`src/rtl/ifg_defer_pkg.sv`:
```
package ifg_defer_pkg;

    // Controller phases of the deferral timer
    typedef enum logic [1:0] {
        ST_READY = 2'd0,
        ST_TX    = 2'd1,
        ST_PART1 = 2'd2,
        ST_PART2 = 2'd3
    } defer_state_e;

    localparam int DEF_GAP_BITS   = 96;
    localparam int DEF_PART1_BITS = 60;
    localparam int DEF_SQE_BITS   = 40;

endpackage

```
`src/rtl/ifg_part_limit.sv`:
```
// Derives the effective first-part length from the programmed values.
module ifg_part_limit #(
    parameter int CNT_W = 8
) (
    input  logic             clk,
    input  logic             rst_n,
    input  logic             two_part_off,
    input  logic [CNT_W-1:0] gap_bits,
    input  logic [CNT_W-1:0] part1_bits,
    output logic [CNT_W-1:0] part1_eff
);

    logic [CNT_W-1:0] clamped;

    always_comb begin
        clamped = (part1_bits > gap_bits) ? gap_bits : part1_bits;
        part1_eff = two_part_off ? '0 : clamped;
    end

    // The first part never extends past the whole gap
    assert_part1_within_gap_R7: assert property (@(posedge clk) disable iff (!rst_n)
        part1_eff <= gap_bits);

    // The disable control zeroes the first part
    assert_off_zeroes_part1_R6: assert property (@(posedge clk) disable iff (!rst_n)
        two_part_off |-> (part1_eff == '0));

endmodule

```
`src/rtl/ifg_medium_qual.sv`:
```
// Qualifies carrier and collision into one "medium busy" condition.
module ifg_medium_qual #(
    parameter int CNT_W    = 8,
    parameter int SQE_BITS = 40
) (
    input  logic             clk,
    input  logic             rst_n,
    input  logic             full_duplex,
    input  logic             carrier_sense,
    input  logic             collision,
    input  logic [CNT_W-1:0] gap_count,
    output logic             medium_busy
);

    localparam logic [CNT_W-1:0] SQE_LIMIT = CNT_W'(SQE_BITS);

    logic col_seen;

    always_comb begin
        // collision inside the self-test window is discarded
        col_seen    = collision && (gap_count >= SQE_LIMIT);
        medium_busy = !full_duplex && (carrier_sense || col_seen);
    end

    assert_fd_never_busy_R8: assert property (@(posedge clk) disable iff (!rst_n)
        full_duplex |-> !medium_busy);

    assert_sqe_window_masked_R4: assert property (@(posedge clk) disable iff (!rst_n)
        (!carrier_sense && gap_count < SQE_LIMIT) |-> !medium_busy);

endmodule

```
`src/rtl/ifg_defer_fsm.sv`:
```
// State register, gap counter and permit output.
module ifg_defer_fsm
    import ifg_defer_pkg::*;
#(
    parameter int CNT_W = 8
) (
    input  logic             clk,
    input  logic             rst_n,
    input  logic             bit_tick,
    input  logic             medium_busy,
    input  logic             tx_active,
    input  logic             tx_pending,
    input  logic             tx_launch,
    input  logic [CNT_W-1:0] gap_bits,
    input  logic [CNT_W-1:0] part1_eff,
    output logic [CNT_W-1:0] gap_count,
    output logic             tx_permit
);

    defer_state_e     state_q, state_d;
    logic [CNT_W-1:0] cnt_q, cnt_d;

    // Phase implied by a count value under the current programming
    function automatic defer_state_e phase_of(input logic [CNT_W-1:0] c);
        if (c >= gap_bits)       return ST_READY;
        else if (c >= part1_eff) return ST_PART2;
        else                     return ST_PART1;
    endfunction

    always_comb begin
        state_d = state_q;
        cnt_d   = cnt_q;
        unique case (state_q)
            ST_READY: begin
                if (tx_launch) begin
                    state_d = ST_TX;                     // launch
                    cnt_d   = '0;
                end else if (medium_busy && !tx_pending) begin
                    cnt_d   = '0;                        // restart
                    state_d = phase_of('0);
                end
            end
            ST_TX: begin
                cnt_d = '0;
                if (!tx_active) state_d = phase_of('0);  // tx-end
            end
            ST_PART1: begin
                if (medium_busy)                          cnt_d = '0;
                else if (bit_tick && cnt_q < gap_bits)    cnt_d = cnt_q + 1'b1;
                state_d = phase_of(cnt_d);               // advance / complete
            end
            ST_PART2: begin
                if (medium_busy && !tx_pending)           cnt_d = '0;
                else if (bit_tick && cnt_q < gap_bits)    cnt_d = cnt_q + 1'b1;
                state_d = phase_of(cnt_d);
            end
            default: begin
                state_d = ST_READY;
                cnt_d   = '1;
            end
        endcase
    end

    // State register process
    always_ff @(posedge clk) begin
        if (!rst_n) begin
            state_q <= ST_READY;
            cnt_q   <= '1;      // saturated: gap already served
        end else begin
            state_q <= state_d;
            cnt_q   <= cnt_d;
        end
    end

    // Output process
    always_comb begin
        tx_permit = (state_q == ST_READY);
        gap_count = cnt_q;
    end

    assert_permit_held_R9: assert property (@(posedge clk) disable iff (!rst_n)
        (tx_permit && tx_pending && !tx_launch) |=> tx_permit);

    assert_launch_drops_permit_R9: assert property (@(posedge clk) disable iff (!rst_n)
        (tx_permit && tx_launch) |=> (!tx_permit && gap_count == '0));

    assert_no_tick_no_count_R2: assert property (@(posedge clk) disable iff (!rst_n)
        ((state_q == ST_PART1 || state_q == ST_PART2) && !bit_tick && !medium_busy)
            |=> $stable(gap_count));

    assert_part1_restart_R3: assert property (@(posedge clk) disable iff (!rst_n)
        (state_q == ST_PART1 && medium_busy) |=> (gap_count == '0 && !tx_permit));

    assert_part2_commits_R5: assert property (@(posedge clk) disable iff (!rst_n)
        (state_q == ST_PART2 && tx_pending && bit_tick)
            |=> (gap_count == $past(gap_count) + 1'b1));

endmodule

```
`src/rtl/ifg_defer_timer.sv`:
```
module ifg_defer_timer
    import ifg_defer_pkg::*;
#(
    parameter int CNT_W    = 8,
    parameter int SQE_BITS = DEF_SQE_BITS
) (
    input  logic             clk,
    input  logic             rst_n,
    input  logic             bit_tick,
    input  logic             full_duplex,
    input  logic             two_part_off,
    input  logic [CNT_W-1:0] gap_bits,
    input  logic [CNT_W-1:0] part1_bits,
    input  logic             carrier_sense,
    input  logic             collision,
    input  logic             tx_active,
    input  logic             tx_pending,
    input  logic             tx_launch,
    output logic             tx_permit
);

    logic [CNT_W-1:0] part1_eff;
    logic [CNT_W-1:0] gap_count;
    logic             medium_busy;

    ifg_part_limit #(.CNT_W(CNT_W)) u_limit (
        .clk          (clk),
        .rst_n        (rst_n),
        .two_part_off (two_part_off),
        .gap_bits     (gap_bits),
        .part1_bits   (part1_bits),
        .part1_eff    (part1_eff)
    );

    ifg_medium_qual #(.CNT_W(CNT_W), .SQE_BITS(SQE_BITS)) u_medium (
        .clk           (clk),
        .rst_n         (rst_n),
        .full_duplex   (full_duplex),
        .carrier_sense (carrier_sense),
        .collision     (collision),
        .gap_count     (gap_count),
        .medium_busy   (medium_busy)
    );

    ifg_defer_fsm #(.CNT_W(CNT_W)) u_fsm (
        .clk         (clk),
        .rst_n       (rst_n),
        .bit_tick    (bit_tick),
        .medium_busy (medium_busy),
        .tx_active   (tx_active),
        .tx_pending  (tx_pending),
        .tx_launch   (tx_launch),
        .gap_bits    (gap_bits),
        .part1_eff   (part1_eff),
        .gap_count   (gap_count),
        .tx_permit   (tx_permit)
    );

    // Full-duplex activity can never hold back a granted gap
    assert_fd_permit_kept_R8: assert property (@(posedge clk) disable iff (!rst_n)
        (full_duplex && tx_permit && !tx_launch) |=> tx_permit);

endmodule

```
`config.mk`:
```
export PLATFORM = sky130hd
export DESIGN_NAME = ifg_defer_timer
export DESIGN_NICKNAME = d
export VERILOG_FILES = /design/src/rtl/ifg_defer_pkg.sv /design/src/rtl/ifg_part_limit.sv /design/src/rtl/ifg_medium_qual.sv /design/src/rtl/ifg_defer_fsm.sv /design/src/rtl/ifg_defer_timer.sv
export SDC_FILE = /design/constraint.sdc
export NUM_CORES = 1
export LEC_CHECK = 0
export BUFFER_PORTS_ARGS = -buffer_cell sky130_fd_sc_hd__clkbuf_2
export CAP_MARGIN = 20
export CORE_ASPECT_RATIO = 1.2
export CORE_MARGIN = 8
export CORE_UTILIZATION = 55
export DETAILED_ROUTE_END_ITERATION = 8
export GPL_TIMING_DRIVEN = 0
export PLACE_DENSITY_LB_ADDON = 0.3
export SLEW_MARGIN = 0
export SYNTH_ARGS = -nofsm -noshare
export SYNTH_HDL_FRONTEND = slang
export SYNTH_SLANG_ARGS = --single-unit
```
`constraint.sdc`:
```
create_clock -name clk -period 4.4 [get_ports clk]
set_clock_uncertainty 0.1 [all_clocks]
set_input_delay 0.66 -clock clk [delete_from_list [all_inputs] [get_ports clk]]
set_output_delay 0.66 -clock clk [all_outputs]
set_load 0.01 [all_outputs]
```
==> results.toml <==
[logic_synthesis]
netlist_area_sq_mm = 0.001989
ys_seq_area_share_pct = 10.06
yosys.cell_types.count = 50
syn_inst = 250
ys_seq_elements = 10
synthArstFlopShare_pct = 0
synth_top_area_cell = "ha_1"
syn-num-nets = 325
synth_largest_type_area_fraction_pct = 30.82
avgSynthCellArea_sq_um = 7.958
synth_ff_type = "dfxtp_1"
synth_area_leaders = "ha_1, dfxtp_1, nor2_1"
ys_warn_count = 0
synth_enable_flop_cells = 0

[setup_path]
arrival_ns = 4.08
crit_fanout = 6
required_ns = 4.45
r2r_slack_ns = 0.60
worstSetupEndpointType = "flop"
crit_chain = "clkbuf_2 > inv_1 > ha_1 > o2111ai_1 > o311ai_1 > nor2_2 > xnor2_1 > nand2b_1 > ha_1 > nand2b_1 > a2111oi_0 > o31ai_1 > o21bai_1 > a311oi_1"
rr_startpoint = "u_fsm.gap_count[2]$_SDFFE_PN1P_"
path_class = "in2reg"
max_stage_delay_ns = 0.62
reg2reg_to = "u_fsm.state_q[0]$_SDFFE_PN0P_"
rr_worst_depth = 13
start_kind = "input port"
slowest_stage = "a2111oi_0"

[pwr]
p_switching_w = 0.0002585
p_int_w = 0.0003356
power_leakage_nw = 1.064
p_comb_share_pct = 59.0
switching_share_pct = 43.50
clkPwrFrac_pct = 19.9
p_seq_share_pct = 21.1
ir_drop_mv = 0.1750
power_density_mw_per_mm2 = 267.8

[detailed_routing]
vias = 2032
wl_microns = 5409
via_per_inst = 6.390
drt_first_pass_iters = 4
ant_nets = 0
drtIter0Drc = 135
drc_errors = 0
wire_per_inst_microns = 17.01

[layout]
syn2layout_area_growth_pct = 11.51
drive_above_1_share_pct = 17.92
fin_cells = 318
final_util_pct = 62.61
final_common_cell = "ha_1"
fill_cells = 313
final_cell_mix = "ha_1, nor2_1, clkbuf_2"
num_antenna_cells = 0
final_nets = 355

[floorplan]
num_rows = 24
io_pins = 27
die-height_microns = 81.88
coreArea_sq_mm = 0.003543
initial_core_util_pct = 56.14
die_w_microns = 70.90
die-area_sq_mm = 0.005805

[worst_hold_path]
hold_start = "u_fsm.gap_count[7]$_SDFFE_PN1P_"
holdPathStages = 2
hp-class = "reg2reg"
min_to = "u_fsm.gap_count[7]$_SDFFE_PN1P_"

[cts]
clockBufferDepth = 2
clock_latency_ns = 0.24
postCtsSetupBuffers = 0
cts_tree = "done"
cts_sinks = 10
cts_resized = 0
cts_root_buffer = "clkbuf_8"
cts_made_buffers = 3
postCtsHoldBufs = 0
htree_levels = 1
path_clk_slew_ns = 0.05

[global_routing]
grt_pass1_vias = 2100
grt_pass1_wl_microns = 9315
grt.total_usage_pct = 19.79
grt_max_degree = 11
grt.overflow.total = 0
grt_antenna_before_repair = 0

[sta]
rsz0062_at_grt = "false"
slew_viol_final = 0
hold_viol = 0
fin_ws_ns = 0.3708
finalCriticalPeriod_ns = 4.029
setup-violations-final = 0
period_share_pct = 91.57
finalSetupTns_ns = 0
relSlewSlack_pct = 57.13
fmax_mhz = 248.2
worst_pin_slew_ns = 0.6269

[run]
cap_violations = 0

[placement]
place_ws_ns = 0.1992
gp_congestion = 0.9679
port_buffers = 25
dp.cells = 314
hpwl_microns = 4458

[outcome]
status = "complete, no violations"
==> through the flow <==
step / hold WS (ns) / area, sq um / total power, W
2_1_floorplan: 0.4099 / 1989 / 0.0003773
4_1_cts: 0.4941 / 2218 / 0.0005930
6_report: 0.4883 / 2218 / 0.0005941
3_3_place_gp: 0.4630 / 2163 / 0.0004606
5_1_grt: 0.5246 / 2218 / 0.0006579
3_5_place_dp: 0.4809 / 2163 / 0.0004709
==> routing by layer <==
metal,GRT usage (%),up-vias,wire [microns]
met5,0,-,0
met4,7.292,0,134
met3,3.907,15,345
met2,37.70,79,2627
met1,21.21,923,2301
li1,-,1015,-
==> power by group through the flow <==
stage | registers, W | logic [W] | clock network, W
3_5_place_dp | 0.000126 | 0.000344 | 0
2_1_floorplan | 0.000120 | 0.000258 | 0
4_1_cts | 0.000125 | 0.000348 | 0.000120
6_report | 0.000126 | 0.000350 | 0.000118
3_3_place_gp | 0.000126 | 0.000334 | 0
5_1_grt | 0.000129 | 0.000402 | 0.000127
==> sequential cells by signal, summed over array words and instances (netlist names) <==
register         count
u_fsm.gap_count      8
u_fsm.state_q        2
==> cell type report <==
cell class | instances | area [sq um] | share of cell area, %
inverter | 12 | 45.04 | 2.030
multi-input combinational | 222 | 1712 | 77.16
sequential | 10 | 200.2 | 9.024
buffer | 6 | 32.53 | 1.466
timing repair buffer | 25 | 125.1 | 5.640
tap | 39 | 48.80 | 2.200
clock buffer | 4 | 55.05 | 2.482
==> critical path, delay by kind of cell <==
kind / cells / cell delay, ns
AND/OR/NAND/NOR: 3 / 0.43
XOR/XNOR: 1 / 0.26
adder cells (fa/ha/maj): 2 / 0.60
buffers and inverters: 2 / 0.21
AO/OA/AOI/OAI: 6 / 1.92
==> how the worst max path moves through the flow <==
stage                      startpoint  slack, ns                             to
after floorplan           gap_bits[1]       0.92  u_fsm.state_q[0]$_SDFFE_PN0P_
after global placement    gap_bits[7]       0.25  u_fsm.state_q[0]$_SDFFE_PN0P_
after detailed placement  gap_bits[7]       0.20  u_fsm.state_q[0]$_SDFFE_PN0P_
after CTS                 gap_bits[5]       0.47  u_fsm.state_q[0]$_SDFFE_PN0P_
after global routing      gap_bits[7]       0.18  u_fsm.state_q[0]$_SDFFE_PN0P_
final                     gap_bits[7]       0.37  u_fsm.state_q[0]$_SDFFE_PN0P_
==> synthesized netlist by cell type (2+ instances only) <==
cell / number
nand2_1: 11
inv_1: 12
nor2_1: 28
and4_1: 2
a221o_1: 2
xor2_1: 3
nand3_1: 5
a211oi_1: 4
nor4_1: 4
o21ai_0: 11
o311ai_1: 6
o22ai_1: 4
ha_1: 49
clkbuf_1: 2
nor2b_1: 2
o21bai_1: 2
a21oi_1: 15
buf_4: 2
a31oi_1: 4
xnor2_1: 4
a21o_1: 4
o21ai_1: 2
o31ai_1: 3
mux2i_1: 8
nand2b_1: 7
dfxtp_1: 10
nand4_1: 5
o21a_1: 3
buf_2: 2
or2_2: 8
nor3_1: 3
and3_1: 4
a311oi_1: 2
==> cell families (layout without fill, tap and decap cells) <==
logic type / count (synthesis) / after routing / share of synthesized area (%)
AND/OR/NAND/NOR: 86 / 86 / 22.45
buffers and inverters: 18 / 47 / 3.899
multiplexers: 8 / 8 / 4.025
AO/OA/AOI/OAI: 72 / 72 / 25.66
flip-flops: 10 / 10 / 10.06
adder cells (fa/ha/maj): 49 / 49 / 30.82
XOR/XNOR: 7 / 7 / 3.082
(Power assumes the default switching activity.)
